$ cat src/rtl/fwb_pkg.sv
// Package: shared types and constants for the freewheeling bridge controller.
// Assumes: the synchronized input bus carries phase, burst and over-current.
package fwb_pkg;

    // Bit positions inside the synchronized input bus.
    localparam int IDX_PHASE = 0;
    localparam int IDX_BURST = 1;
    localparam int IDX_OC    = 2;
    localparam int SYNC_W    = 3;

    // Which pair is inverted for a freewheel period.
    typedef enum logic {
        LEG_LOWER = 1'b0,
        LEG_UPPER = 1'b1
    } fwb_leg_e;

    // The four driver commands, two per gate-drive transformer.
    typedef struct packed {
        logic ua;
        logic ub;
        logic la;
        logic lb;
    } fwb_gate_t;

endpackage

$ cat src/rtl/fwb_sync.sv
// Module: multi-bit, multi-stage input synchronizer.
// Assumes: each input bit is independent and held for at least two clocks.
module fwb_sync #(
    parameter int W      = 3,
    parameter int STAGES = 2
) (
    input  logic         clk,
    input  logic         rst_n,
    input  logic [W-1:0] d,
    output logic [W-1:0] q
);

    logic [W-1:0] chain [STAGES];

    generate
        for (genvar i = 0; i < STAGES; i++) begin : g_stage
            if (i == 0) begin : g_first
                // Capture the raw inputs.
                always_ff @(posedge clk) begin
                    if (!rst_n) chain[i] <= '0;
                    else        chain[i] <= d;
                end
            end else begin : g_next
                // Shift through the remaining stages.
                always_ff @(posedge clk) begin
                    if (!rst_n) chain[i] <= '0;
                    else        chain[i] <= chain[i-1];
                end
            end
        end
    endgenerate

    assign q = chain[STAGES-1];

endmodule

$ cat src/rtl/fwb_enable.sv
// Module: burst enable aligned to rising phase edges, with an asynchronous
// under-voltage clear that beats every set.
// Assumes: burst_s is synchronized; uv_in is a raw level.
module fwb_enable (
    input  logic clk,
    input  logic rst_n,
    input  logic uv_in,
    input  logic burst_s,
    input  logic phase_rise,
    output logic en_q
);

    logic burst_d;
    logic armed_q;
    logic burst_rise;

    assign burst_rise = burst_s & ~burst_d;

    // Delay the synchronized burst to find its rising edge.
    always_ff @(posedge clk) begin
        if (!rst_n) burst_d <= 1'b0;
        else        burst_d <= burst_s;
    end

    // Arm on a burst rise; drop on burst low or under-voltage.
    always_ff @(posedge clk or posedge uv_in) begin
        if (uv_in)           armed_q <= 1'b0;
        else if (!rst_n)     armed_q <= 1'b0;
        else if (!burst_s)   armed_q <= 1'b0;
        else if (burst_rise) armed_q <= 1'b1;
    end

    // Take the armed state into the enable only on a rising phase edge.
    always_ff @(posedge clk or posedge uv_in) begin
        if (uv_in)           en_q <= 1'b0;
        else if (!rst_n)     en_q <= 1'b0;
        else if (phase_rise) en_q <= armed_q;
    end

endmodule

$ cat src/rtl/fwb_mode.sv
// Module: over-current hold, freewheel decision and leg alternation.
// Assumes: oc_s is synchronized; en_q is the enable before the current edge,
// so the edge that starts a burst always presets normal drive.
module fwb_mode
    import fwb_pkg::*;
#(
    parameter bit ALT_LEG = 1'b1
) (
    input  logic clk,
    input  logic rst_n,
    input  logic phase_rise,
    input  logic oc_s,
    input  logic en_q,
    output logic oc_hold_q,
    output logic sel_lo_q,
    output logic sel_hi_q
);

    logic     pending;
    logic     fire;
    fwb_leg_e next_leg;

    assign pending = oc_hold_q | oc_s;
    assign fire    = phase_rise & en_q & pending;

    // Hold an over-current until the rising phase edge that consumes it.
    always_ff @(posedge clk) begin
        if (!rst_n)          oc_hold_q <= 1'b0;
        else if (phase_rise) oc_hold_q <= 1'b0;
        else if (oc_s)       oc_hold_q <= 1'b1;
    end

    generate
        if (ALT_LEG) begin : g_alt
            fwb_leg_e leg_q;
            // Remember the last inverted leg; start so the lower leg goes first.
            always_ff @(posedge clk) begin
                if (!rst_n)    leg_q <= LEG_UPPER;
                else if (fire) leg_q <= fwb_leg_e'(~leg_q);
            end
            assign next_leg = fwb_leg_e'(~leg_q);
        end else begin : g_fixed
            assign next_leg = LEG_LOWER;
        end
    endgenerate

    // Registered selects, updated only on rising phase edges.
    always_ff @(posedge clk) begin
        if (!rst_n) begin
            sel_lo_q <= 1'b0;
            sel_hi_q <= 1'b0;
        end else if (phase_rise) begin
            sel_lo_q <= fire & (next_leg == LEG_LOWER);
            sel_hi_q <= fire & (next_leg == LEG_UPPER);
        end
    end

endmodule

$ cat src/rtl/fwb_outstage.sv
// Module: select-style output stage. The phase passes straight through;
// only the registered selects and enable pick its polarity per pair.
// Assumes: all control inputs are register outputs.
module fwb_outstage
    import fwb_pkg::*;
(
    input  logic      phase_d,
    input  logic      en_q,
    input  logic      sel_lo_q,
    input  logic      sel_hi_q,
    output fwb_gate_t gate
);

    logic up_a;
    logic lo_a;

    // Pick each pair's polarity, then gate everything with the enable.
    always_comb begin
        up_a    = sel_hi_q ? ~phase_d :  phase_d;
        lo_a    = sel_lo_q ?  phase_d : ~phase_d;
        gate.ua = en_q &  up_a;
        gate.ub = en_q & ~up_a;
        gate.la = en_q &  lo_a;
        gate.lb = en_q & ~lo_a;
    end

endmodule

$ cat src/rtl/fwb_drive_ctrl.sv
// Module: top of the freewheeling full-bridge drive controller.
// Assumes: phase_in is a square wave with half periods well above
// SYNC_STAGES+1 clocks; uv_in may change at any time.
module fwb_drive_ctrl
    import fwb_pkg::*;
#(
    parameter int SYNC_STAGES = 2,
    parameter bit ALT_LEG     = 1'b1
) (
    input  logic clk,
    input  logic rst_n,
    input  logic phase_in,
    input  logic burst_in,
    input  logic oc_in,
    input  logic uv_in,
    output logic drv_ua,
    output logic drv_ub,
    output logic drv_la,
    output logic drv_lb
);

    logic [SYNC_W-1:0] raw_bus;
    logic [SYNC_W-1:0] sync_bus;
    logic              phase_q;
    logic              phase_d;
    logic              phase_rise;
    logic              en_q;
    logic              oc_hold_q;
    logic              sel_lo_q;
    logic              sel_hi_q;
    fwb_gate_t         gate;

    always_comb begin
        raw_bus            = '0;
        raw_bus[IDX_PHASE] = phase_in;
        raw_bus[IDX_BURST] = burst_in;
        raw_bus[IDX_OC]    = oc_in;
    end

    fwb_sync #(.W(SYNC_W), .STAGES(SYNC_STAGES)) u_sync (
        .clk   (clk),
        .rst_n (rst_n),
        .d     (raw_bus),
        .q     (sync_bus)
    );

    assign phase_q    = sync_bus[IDX_PHASE];
    assign phase_rise = phase_q & ~phase_d;

    // Delay the phase one clock so it moves together with the selects.
    always_ff @(posedge clk) begin
        if (!rst_n) phase_d <= 1'b0;
        else        phase_d <= phase_q;
    end

    fwb_enable u_enable (
        .clk        (clk),
        .rst_n      (rst_n),
        .uv_in      (uv_in),
        .burst_s    (sync_bus[IDX_BURST]),
        .phase_rise (phase_rise),
        .en_q       (en_q)
    );

    fwb_mode #(.ALT_LEG(ALT_LEG)) u_mode (
        .clk        (clk),
        .rst_n      (rst_n),
        .phase_rise (phase_rise),
        .oc_s       (sync_bus[IDX_OC]),
        .en_q       (en_q),
        .oc_hold_q  (oc_hold_q),
        .sel_lo_q   (sel_lo_q),
        .sel_hi_q   (sel_hi_q)
    );

    fwb_outstage u_out (
        .phase_d  (phase_d),
        .en_q     (en_q),
        .sel_lo_q (sel_lo_q),
        .sel_hi_q (sel_hi_q),
        .gate     (gate)
    );

    assign drv_ua = gate.ua;
    assign drv_ub = gate.ub;
    assign drv_la = gate.la;
    assign drv_lb = gate.lb;

endmodule

$ cat config.mk
export PLATFORM = sky130hd
export DESIGN_NAME = fwb_drive_ctrl
export DESIGN_NICKNAME = d
export VERILOG_FILES = /design/src/rtl/fwb_pkg.sv /design/src/rtl/fwb_sync.sv /design/src/rtl/fwb_enable.sv /design/src/rtl/fwb_mode.sv /design/src/rtl/fwb_outstage.sv /design/src/rtl/fwb_drive_ctrl.sv
export SDC_FILE = /design/constraint.sdc
export NUM_CORES = 1
export LEC_CHECK = 0
export BUFFER_PORTS_ARGS = -buffer_cell sky130_fd_sc_hd__clkbuf_2
export CAP_MARGIN = 20
export CORE_AREA = 2 2 39 41
export CTS_BUF_LIST = sky130_fd_sc_hd__clkbuf_16
export DETAILED_ROUTE_END_ITERATION = 10
export DIE_AREA = 0 0 41 43
export HOLD_SLACK_MARGIN = 0.15
export PLACE_DENSITY = 0.68
export RECOVER_POWER = 50
export SYNTH_ARGS = -nofsm -noshare
export SYNTH_HDL_FRONTEND = slang
export SYNTH_SLANG_ARGS = --single-unit
$ cat constraint.sdc
create_clock -name clk -period 1.45 [get_ports clk]
set_clock_uncertainty 0.05 [all_clocks]
set_input_delay 0.0725 -clock clk [delete_from_list [all_inputs] [get_ports clk]]
set_output_delay 0.0725 -clock clk [all_outputs]
set_load 0.01 [all_outputs]
==> Word level (Yosys, flattened, before mapping) <==
Memories as Yosys holds them, arrays and structs flattened.
Index checks and enable logic that the tools add are counted.
{ "word_totals": {"out_inout_bits": 4, "ramBits": 6, "regBits": 8, "inputBits": 6, "mem_count": 1, "elab_cells": 42} }
{ "mem_list": {"columns": ["memory", "depth", "width", "read_ports", "rd_clocked_by_memory_dff", "write_ports", "line_no", "source"], "rows": [
  ["u_sync.chain", 2, 3, 2, 0, 2, "fwb_sync.sv:13", "logic [W-1:0] chain [STAGES];"]
]} }
{ "op_classes": {"muxes": 11, "eq_ne": 2, "reduce_logical": 1, "bitwise": 19} }
{ "ops": {"columns": ["operator", "count"], "rows": [
  ["AND 1 bit", 10],
  ["2-to-1 mux 1 bit", 9],
  ["2-to-1 mux 3 bit", 2],
  ["inverter 1 bit", 6],
  ["inequality test 3 x 2 -> 1 bit (second input constant)", 1],
  ["bitwise OR 1 bit", 3],
  ["inequality test 2 x 1 -> 1 bit (second input constant)", 1],
  ["OR reduction 2 bit", 1]
]} }

==> Longest topological paths before layout <==
Gate-level depths: netlist of the first run.
{ "depth": {"word_depth": 5, "depth_mapped": 4, "ltp_nobuf": 3} }

==> By module <==
A second synthesis of the first run with hierarchy kept.
{ "hier_totals": {"cells_unflattened": 45, "hier_area_um2": 514.2} }
{ "by_module_without_submodules": {"columns": ["module", "n_inst", "seq_area_each_um2", "cells_per_inst", "area_each_um2"], "rows": [
  ["fwb_sync", 1, 120.1, 12, 157.7],
  ["fwb_mode", 1, 80.1, 14, 153.9],
  ["fwb_enable", 1, 70.1, 9, 121.4],
  ["fwb_outstage", 1, 0.0, 7, 41.3],
  ["fwb_drive_ctrl", 1, 20.0, 3, 40.0]
]} }

==> Least setup slack after synthesis of the first run <==
Ideal clock, no wire load.
{ "synth_path": {"path_kind": "register to register", "start": "register phase_d", "end": "register u_mode.sel_hi_q", "path_stages_with_launch": 5, "setup_time_ns": 0.066, "synth_period_minus_slack_ns": 1.271, "path_buffers": 1, "arrival_time_ns": 1.155, "required_time_ns": 1.334, "path_slack_ns": 0.179, "cell_sequence": "dfxtp_1 nand2b_4 buf_6 or4_4 a21boi_2"} }
{ "synth_between": {"elab_chain_cells": 5} }
{ "synth_lines": {"columns": ["item", "line_no", "source"], "rows": [
  ["start, declared", "fwb_drive_ctrl.sv:25", "logic phase_d;"],
  ["start signal, assigned", "fwb_drive_ctrl.sv:53", "else phase_d <= phase_q;"],
  ["inverter 1 bit (*)", "fwb_drive_ctrl.sv:48", "assign phase_rise = phase_q & ~phase_d;"],
  ["AND 1 bit (*)", "fwb_drive_ctrl.sv:48", null],
  ["AND 1 bit (2 in series)", "fwb_mode.sv:24", "assign fire = phase_rise & en_q & pending;"],
  ["AND 1 bit", "fwb_mode.sv:54", "sel_hi_q <= fire & (next_leg == LEG_UPPER);"],
  ["end signal, assigned", "fwb_mode.sv:54", null],
  ["end, declared", "fwb_mode.sv:16", "output logic sel_hi_q"]
]} }
Every way passes the cells marked *; elsewhere a longest branch is shown, timed or not.
A chain may end at the register's enable or synchronous reset.

==> Final worst setup path of the first run <==
Ends and elaborated chain as after synthesis.

==> results of run 1 <==
final cells by class:
class                      count  area [sq um]  share of cell area
timing repair buffer          14          93.8               0.136
tap                           16          20.0              0.0290
inverter                       3          11.3              0.0163
clock buffer                   3          75.1               0.109
sequential                    14           290               0.421
clock inverter                 1          3.75             0.00544
multi-input combinational     28           195               0.283
flip-flops by register name, summed over array words and instances, names as in the netlist:
name	flops
phase_d	1
u_enable.armed_q	1
u_enable.burst_d	1
u_enable.en_q	1
u_mode.g_alt.leg_q	1
u_mode.oc_hold_q	1
u_mode.sel_hi_q	1
u_mode.sel_lo_q	1
u_sync.chain	6
through the flow:
step | worst slack (ns) | util
global route | 0.102 | 0.498
floorplan | 0.179 | -
CTS | 0.205 | 0.499
detailed placement | 0.223 | 0.406
finish | 0.215 | 0.498
global placement | 0.228 | 0.406
worst paths after layout:
path                       slack (ns)                      endpoint  depth (start not counted)
max in group asynchronous        1.08  u_enable.armed_q$_DFFE_PP0P_                          3
max reg2reg                      0.21  u_mode.sel_hi_q$_SDFFE_PN0N_                          3
min in group clk                 0.34  u_enable.armed_q$_DFFE_PP0P_                          1
min reg2reg                      0.34  u_enable.armed_q$_DFFE_PP0P_                          1
max                              0.21  u_mode.sel_hi_q$_SDFFE_PN0N_                          3
min                              0.16     u_enable.en_q$_DFFE_PP0P_                          3
kinds of logic after synthesis:
logic type,share of synthesized area
and+or+nand+nor,0.259
DFF,0.567
buffers and inverters,0.0513
AOI/OAI and AO/OA,0.0685
xor gates and xnor gates,0.0342
muxes,0.0196
placed cells by master, fill, tap and decap left out, types with 2 or more instances in the layout:
master / instances
and2_0: 4
and2_1: 7
clkbuf_16: 3
clkbuf_2: 8
dfrtp_1: 2
dfxtp_1: 12
dlygate4sd3_1: 5
inv_1: 4
nand2_1: 2
nand3_1: 2
nor2_1: 3
xor2_1: 2
worst max-delay path, delay by kind of cell, from the launching register on:
kind	cells	cell delay [ns]
AND/OR/NAND/NOR	2	0.67
flip-flops	1	0.33
AO/OA/AOI/OAI	1	0.12
power groups by stage:
| stage | Combinational [W] | Clock (W) | Sequential [W] |
|---|---|---|---|
| floorplan | 0.0000226 | 0 | 0.000408 |
| detailed placement | 0.0000305 | 0 | 0.000409 |
| global route | 0.0000445 | 0.000536 | 0.000403 |
| finish | 0.0000398 | 0.000500 | 0.000402 |
| global placement | 0.0000299 | 0 | 0.000409 |
| CTS | 0.0000412 | 0.000515 | 0.000402 |
cells in the mapped netlist:
master	instances
dfxtp_1	12
o31ai_1	1
and3b_2	1
mux2i_1	1
a21boi_1	1
dfrtp_1	2
nor2_1	3
nand3_1	2
clkbuf_1	1
xor2_1	2
inv_1	3
nand2b_4	1
buf_6	1
o41ai_1	1
or4_4	1
nand2_1	2
and2_1	11
a21boi_2	1
per-layer routing:
metal	up-vias	wire length [um]	GRT usage	part of all wire
li1	181	-	-	-
met1	145	375	0.109	0.52
met2	8	312	0.156	0.43
met3	2	27	0.0314	0.037
met4	0	8	0.100	0.011
met5	-	0	0	0
==> qor.csv, run 1 <==
metric,value,unit
status,"complete, no violations",
clock-sinks,14,
clk_pin_slew,0.04,ns
startpoint,phase_d$_SDFF_PN0_,
clk_path_buf_depth,2,
placed_cell_area,562,sq um
setup_viol,0,
dieArea,1760,sq um
place_congestion,0.639,
worstPathCellList,nand2b_4 > or4_4 > a21boi_2,
tightest_slew,0.442,ns
p_total,0.000942,W
post-route-min-period,1.24,ns
io_buffers,9,
area_growth,34.7,%
timing.fmax,810,MHz
min_period_over_period,0.852,
grt-ovfl-total,0,
startpoint_type,flip-flop,
die_x,41,um
ys_seq_area_frac,0.567,
synth_warnings,0,
cts_made_buffers,3,
cts_root_buf,clkbuf_16,
worstPathArrival,1.36,ns
power.internal,0.000784,W
clk_latency,0.24,ns
antenna_left,0,
max_cap_viol_count,0,
grt_max_degree,15,
crit_type,flip-flop to flip-flop,
pwr-share-seq,0.427,
drv_slew,0,
whs,0.160,ns
ys_types,18,
postSynthAreaPerCell,10.9,sq um
final_cells,79,
drc,0,
p_per_area,1370,nW/um^2
drt_wl_total,723,um
grt_pass1_wl,1200,um
switchingPower,0.000158,W
postCtsSetupBuffers,0,
hold_viol_final,0,
ys_ff_latch,14,
ioPinCount,10,
synth_top_cell_area_share,0.469,
track_usage,0.105,
p_leak,0.321,nW
ir_worst_vdd,0.938,mV
setup.worst_path.end_class,flip-flop,
crit_path_max_fanout,7,
reg2reg_from,phase_d$_SDFF_PN0_,
viasPerCell,4.25,
maxSlewHeadroom,0.705,
synthTopCellsByArea,"dfxtp_1 47%, and2_1 13%, dfrtp_1 9.8%, xor2_1 3.4%, nand2b_4 2.7%",
htreeDepth,1,
n_fill_cell,124,
p_sw_frac,0.168,
dp.final_hpwl,484,um
finalSetupTns,0,ns
power_frac_clock,0.531,
syn_area,512,sq um
yosysTopAreaCell,dfxtp_1,
initial_core_util,0.370,
drive_gt1_frac,0.238,
antenna_found_initial,0,
vias,336,
nets,70,
share_comb_of_total_power,0.042,
dr.pass1.iters,4,
cp.required,1.57,ns
synth_nets,53,
drt-initial-drc-count,4,
die_y,43,um
cp_slowest_cell,or4_4,
first_global_vias,333,
n_antenna_cell,0,
fp.coreArea,1380,sq um
cts_tree,built,
critPathMaxStageDelay,0.49,ns
hp-class,input pin to asynchronous set/reset pin,
rows,14,
cts_resized,0,
cts_hold_buf,5,
wl_per_cell,9.15,um
synthCells,47,
place_inst,70,
rsz0062_at_grt,false,
fin_area,689,sq um
No activity file was read; power rests on OpenSTA's default activity.
==> run 2, diff against run 1 <==
--- a/config.mk
+++ b/config.mk
@@ -7,13 +7,13 @@
 export LEC_CHECK = 0
 export BUFFER_PORTS_ARGS = -buffer_cell sky130_fd_sc_hd__clkbuf_2
 export CAP_MARGIN = 20
-export CORE_AREA = 2 2 39 41
+export CORE_UTILIZATION = 29
 export CTS_BUF_LIST = sky130_fd_sc_hd__clkbuf_16
 export DETAILED_ROUTE_END_ITERATION = 10
-export DIE_AREA = 0 0 41 43
 export HOLD_SLACK_MARGIN = 0.15
-export PLACE_DENSITY = 0.68
+export PLACE_DENSITY = 0.56
 export RECOVER_POWER = 50
+export SLEW_MARGIN = 20
 export SYNTH_ARGS = -nofsm -noshare
 export SYNTH_HDL_FRONTEND = slang
 export SYNTH_SLANG_ARGS = --single-unit
==> run 2 against run 1 <==
The flow now finishes with violations (design-rule violations). Critical endpoint is now u_mode.sel_lo_q$_SDFFE_PN0N_. Fmax decreased by 0.92%. Flip-flop and latch count unchanged. Global-route usage down 1.5 points. Sequential share of layout area stayed put. Core utilization fell by 6.1 points. Critical path depth rose by 1. Register-to-register slack is essentially flat. Worst hold slack got worse by 0.0065 ns. Power up 0.79%. Sequential power about the same. First-iteration DRC count down 25%.
==> qor.csv, run 2 (same netlist as run 1, synthesis figures left out) <==
metric,value,unit
status,finished with violations,
violations,design-rule violations,
place_congestion,0.600,
dp.final_hpwl,475,um
critPathMaxStageDelay,0.52,ns
setup.worst_path.end_class,flip-flop,
crit_path_max_fanout,14,
worstPathArrival,1.32,ns
finalSetupTns,0,ns
worstPathCellList,dlygate4sd3_1 > clkbuf_1 > nand2_1 > o41ai_1,
drive_gt1_frac,0.238,
ioPinCount,10,
die_y,44.0,um
cts_made_buffers,3,
maxSlewHeadroom,0.705,
cp.required,1.53,ns
crit_family,buffers and inverters,
layout_common_cells,"12 x dfxtp_1, 9 x and2_1, 8 x clkbuf_2",
detailedPlace.worstSlack,0.224,ns
layout_commonest_cell,dfxtp_1,
crit_type,input pin to flip-flop,
postCtsSetupBuffers,0,
ir_worst_vdd,0.681,mV
n_antenna_cell,0,
setup_viol,0,
hold_viol_final,0,
min_period_over_period,0.860,
setup_slack,0.203,ns
p_leak,0.322,nW
timing.fmax,802,MHz
io_buffers,9,
drc,1,
htreeDepth,1,
clk_path_buf_depth,2,
place_inst,70,
hp-class,input pin to asynchronous set/reset pin,
antenna_found_initial,0,
die_x,44.0,um
clk_pin_slew,0.04,ns
antenna_left,0,
vias,349,
wl_per_cell,8.70,um
grt_pass1_wl,1150,um
tightest_slew,0.443,ns
initial_core_util,0.325,
rsz0062_at_grt,false,
viasPerCell,4.42,
multi_input_area,195,sq um
n_fill_cell,153,
dr.pass1.iters,6,
dieArea,1940,sq um
first_global_vias,294,
rows,14,
clk_latency,0.24,ns
utilization,0.437,
cts_tree,built,
nets,70,
cts_root_buf,clkbuf_16,
grt_max_degree,15,
p_per_area,1380,nW/um^2
max_cap_viol_count,0,
whs,0.153,ns
drt_wl_total,687,um
cp_num_buf_inv,2,
largest_register,u_sync.chain,
final_cells,79,
cp_slowest_cell,dlygate4sd3_1,
drt-initial-drc-count,3,
largest_register_ff_count,6,
track_usage,0.0899,
post-route-min-period,1.25,ns
fp.coreArea,1580,sq um
clock-sinks,14,
startpoint_type,input pin,
grt-ovfl-total,0,
drv_slew,0,
register_area,290,sq um
area_growth,34.7,%
[run 2: tightest hold or removal path: cells and delay by family]
kind     cells  cell delay, ns
buf+inv      3            0.70
[run 2: power by group]
part / switching (W) / total (W) / internal [W]
Clock: 0.000145 / 0.000508 / 0.000363
Sequential: 0.00000358 / 0.000402 / 0.000399
Combinational: 0.0000161 / 0.0000397 / 0.0000236
Total: 0.000165 / 0.000950 / 0.000785
[run 2: cell type report]
class                      count  share of cell area
clock buffer                   3               0.109
tap                           16              0.0290
inverter                       3              0.0163
sequential                    14               0.421
timing repair buffer          14               0.136
clock inverter                 1             0.00544
multi-input combinational     28               0.283
[run 2: repair_timing]
action / CTS / global route
endpoints found under the hold margin: 6 / 0
hold buffers: 5 / 0
gates resized for setup: 0 / 0
[run 2: layer usage]
metal,vias up,track usage,share of wire
met1,154,0.103,0.49
met4,0,0.0909,0.032
met2,10,0.121,0.43
li1,183,-,-
met3,2,0.0375,0.047
met5,-,0,0
[run 2: worst paths after layout]
kind / slack [ns] / end / startpoint / depth (start not counted)
max: 0.20 / u_mode.sel_lo_q$_SDFFE_PN0N_ / rst_n / 4
min: 0.15 / u_enable.armed_q$_DFFE_PP0P_ / uv_in / 3
max reg2reg: 0.22 / u_mode.sel_hi_q$_SDFFE_PN0N_ / phase_d$_SDFF_PN0_ / 3
min reg2reg: 0.34 / u_enable.armed_q$_DFFE_PP0P_ / u_enable.burst_d$_SDFF_PN0_ / 1
max in group asynchronous: 1.09 / u_enable.en_q$_DFFE_PP0P_ / uv_in / 3
min in group clk: 0.34 / u_enable.armed_q$_DFFE_PP0P_ / u_enable.burst_d$_SDFF_PN0_ / 1
[run 2: through the flow]
| step | instance area, sq um | power, W |
|---|---|---|
| after floorplan | 512 | 0.000431 |
| after global placement | 562 | 0.000439 |
| after detailed placement | 562 | 0.000440 |
| after CTS | 691 | 0.000966 |
| after global routing | 689 | 0.000988 |
| final | 689 | 0.000950 |
==> run 3, diff against run 2 <==
--- a/config.mk
+++ b/config.mk
@@ -11,7 +11,7 @@
 export CTS_BUF_LIST = sky130_fd_sc_hd__clkbuf_16
 export DETAILED_ROUTE_END_ITERATION = 10
 export HOLD_SLACK_MARGIN = 0.15
-export PLACE_DENSITY = 0.56
+export PLACE_DENSITY = 0.58
 export RECOVER_POWER = 50
 export SLEW_MARGIN = 20
 export SYNTH_ARGS = -nofsm -noshare
==> run 3 against run 2 <==
The flow now finishes without violations. Critical path type is now flip-flop to flip-flop. Register-to-register slack is essentially flat. Global-route usage is 0.77 points lower. Fmax increased by 1.2%. Flip-flop and latch count stayed put. Sequential share of layout area did not move.
==> qor.csv, run 3 (same netlist as run 1, synthesis figures left out) <==
metric,value,unit
finalSetupTns,0,ns
post-route-min-period,1.23,ns
grt_max_degree,15,
startpoint_type,flip-flop,
worstPathArrival,1.36,ns
antenna_found_initial,0,
p_total,0.000954,W
clock-sinks,14,
first_global_vias,270,
route.met2.wl,268,um
fp.coreArea,1580,sq um
viasPerCell,4.35,
hold_viol_final,0,
startpoint,phase_d$_SDFF_PN0_,
power.internal,0.000786,W
wl_met1,336,um
p_per_area,1380,nW/um^2
rows,14,
io_buffers,9,
tightest_slew,0.428,ns
largest_register_ff_count,6,
ir_worst_vdd,0.597,mV
cp.required,1.58,ns
drv_slew,0,
hp-class,input pin to asynchronous set/reset pin,
switchingPower,0.000169,W
crit_path_max_fanout,7,
routed.top_layer,met4,
drive_gt1_frac,0.238,
n_fill_cell,152,
vias,344,
cts_root_buf,clkbuf_16,
postCtsSetupBuffers,0,
status,"complete, no violations",
die_y,44.0,um
wl_per_cell,8.27,um
clk_pin_slew,0.05,ns
max_cap_viol_count,0,
whs,0.155,ns
area_growth,34.7,%
p_sw_frac,0.177,
p_leak,0.318,nW
place_congestion,0.593,
drt-initial-drc-count,4,
initial_core_util,0.325,
min_period_over_period,0.850,
drc,0,
crit_type,flip-flop to flip-flop,
track_usage,0.0822,
dp.final_hpwl,453,um
power_frac_clock,0.537,
fin_area,689,sq um
antenna_left,0,
dieArea,1940,sq um
timing.fmax,812,MHz
pwr-share-seq,0.421,
largest_register,u_sync.chain,
cts_made_buffers,3,
cts_resized,0,
setup.worst_path.end_class,flip-flop,
share_comb_of_total_power,0.041,
maxSlewHeadroom,0.715,
layout_common_cells,"12 x dfxtp_1, 8 x and2_1, 8 x clkbuf_2",
die_x,44.0,um
rsz0062_at_grt,false,
clk_latency,0.24,ns
htreeDepth,1,
drt_wl_total,653,um
setup_viol,0,
placed_cell_area,562,sq um
grt_pass1_wl,1070,um
cts_tree,built,
nets,70,
n_antenna_cell,0,
reg2reg_from,phase_d$_SDFF_PN0_,
dr.pass1.iters,5,
layout_commonest_cell,dfxtp_1,
dr_wl_met3,32,um
ioPinCount,10,
clk_path_buf_depth,2,
grt-ovfl-total,0,
## run 3: power by group through the flow
stage,logic (W),clock network (W),registers [W]
2_1_floorplan,0.0000226,0,0.000408
3_3_place_gp,0.0000302,0,0.000409
3_5_place_dp,0.0000303,0,0.000409
4_1_cts,0.0000407,0.000523,0.000402
5_1_grt,0.0000442,0.000541,0.000402
6_report,0.0000394,0.000513,0.000402
## run 3: final cells by class
class                           instances  area [sq um]  area share
Timing Repair Buffer                   14          93.8       0.136
Sequential cell                        14           290       0.421
Inverter                                3          11.3      0.0163
Multi-Input combinational cell         28           195       0.283
Clock buffer                            3          75.1       0.109
Clock inverter                          1          3.75     0.00544
Tap cell                               16          20.0      0.0290
## run 3: path summary, 6_finish.rpt
path,end,slack (ns),depth (start not counted)
max,u_mode.sel_hi_q$_SDFFE_PN0N_,0.22,3
min,u_enable.en_q$_DFFE_PP0P_,0.15,3
max reg2reg,u_mode.sel_hi_q$_SDFFE_PN0N_,0.22,3
min reg2reg,u_enable.armed_q$_DFFE_PP0P_,0.35,1
max in group asynchronous,u_enable.armed_q$_DFFE_PP0P_,1.09,3
min in group clk,u_enable.armed_q$_DFFE_PP0P_,0.35,1
## run 3: through the flow
stage	cells	setup WS [ns]	utilization
floorplan	47	0.179	-
global placement	70	0.228	0.356
detailed placement	70	0.221	0.356
CTS	79	0.206	0.438
global route	79	0.154	0.437
finish	79	0.218	0.437
## run 3: worst max-delay path: stages (launching register included)
cell	delay [ns]
dfxtp_1	0.33
nand2b_4	0.18
or4_4	0.49
a21boi_2	0.12
## run 3: what timing repair did
item / in CTS / in global routing
endpoints found under the hold margin: 6 / 0
hold buffers: 5 / 0
setup endpoints to repair: 0 / 0
## run 3: routing by layer
metal	up-vias	GRT usage
li1	185	-
met1	147	0.101
met2	10	0.106
met3	2	0.0375
met4	0	0.0727
met5	-	0
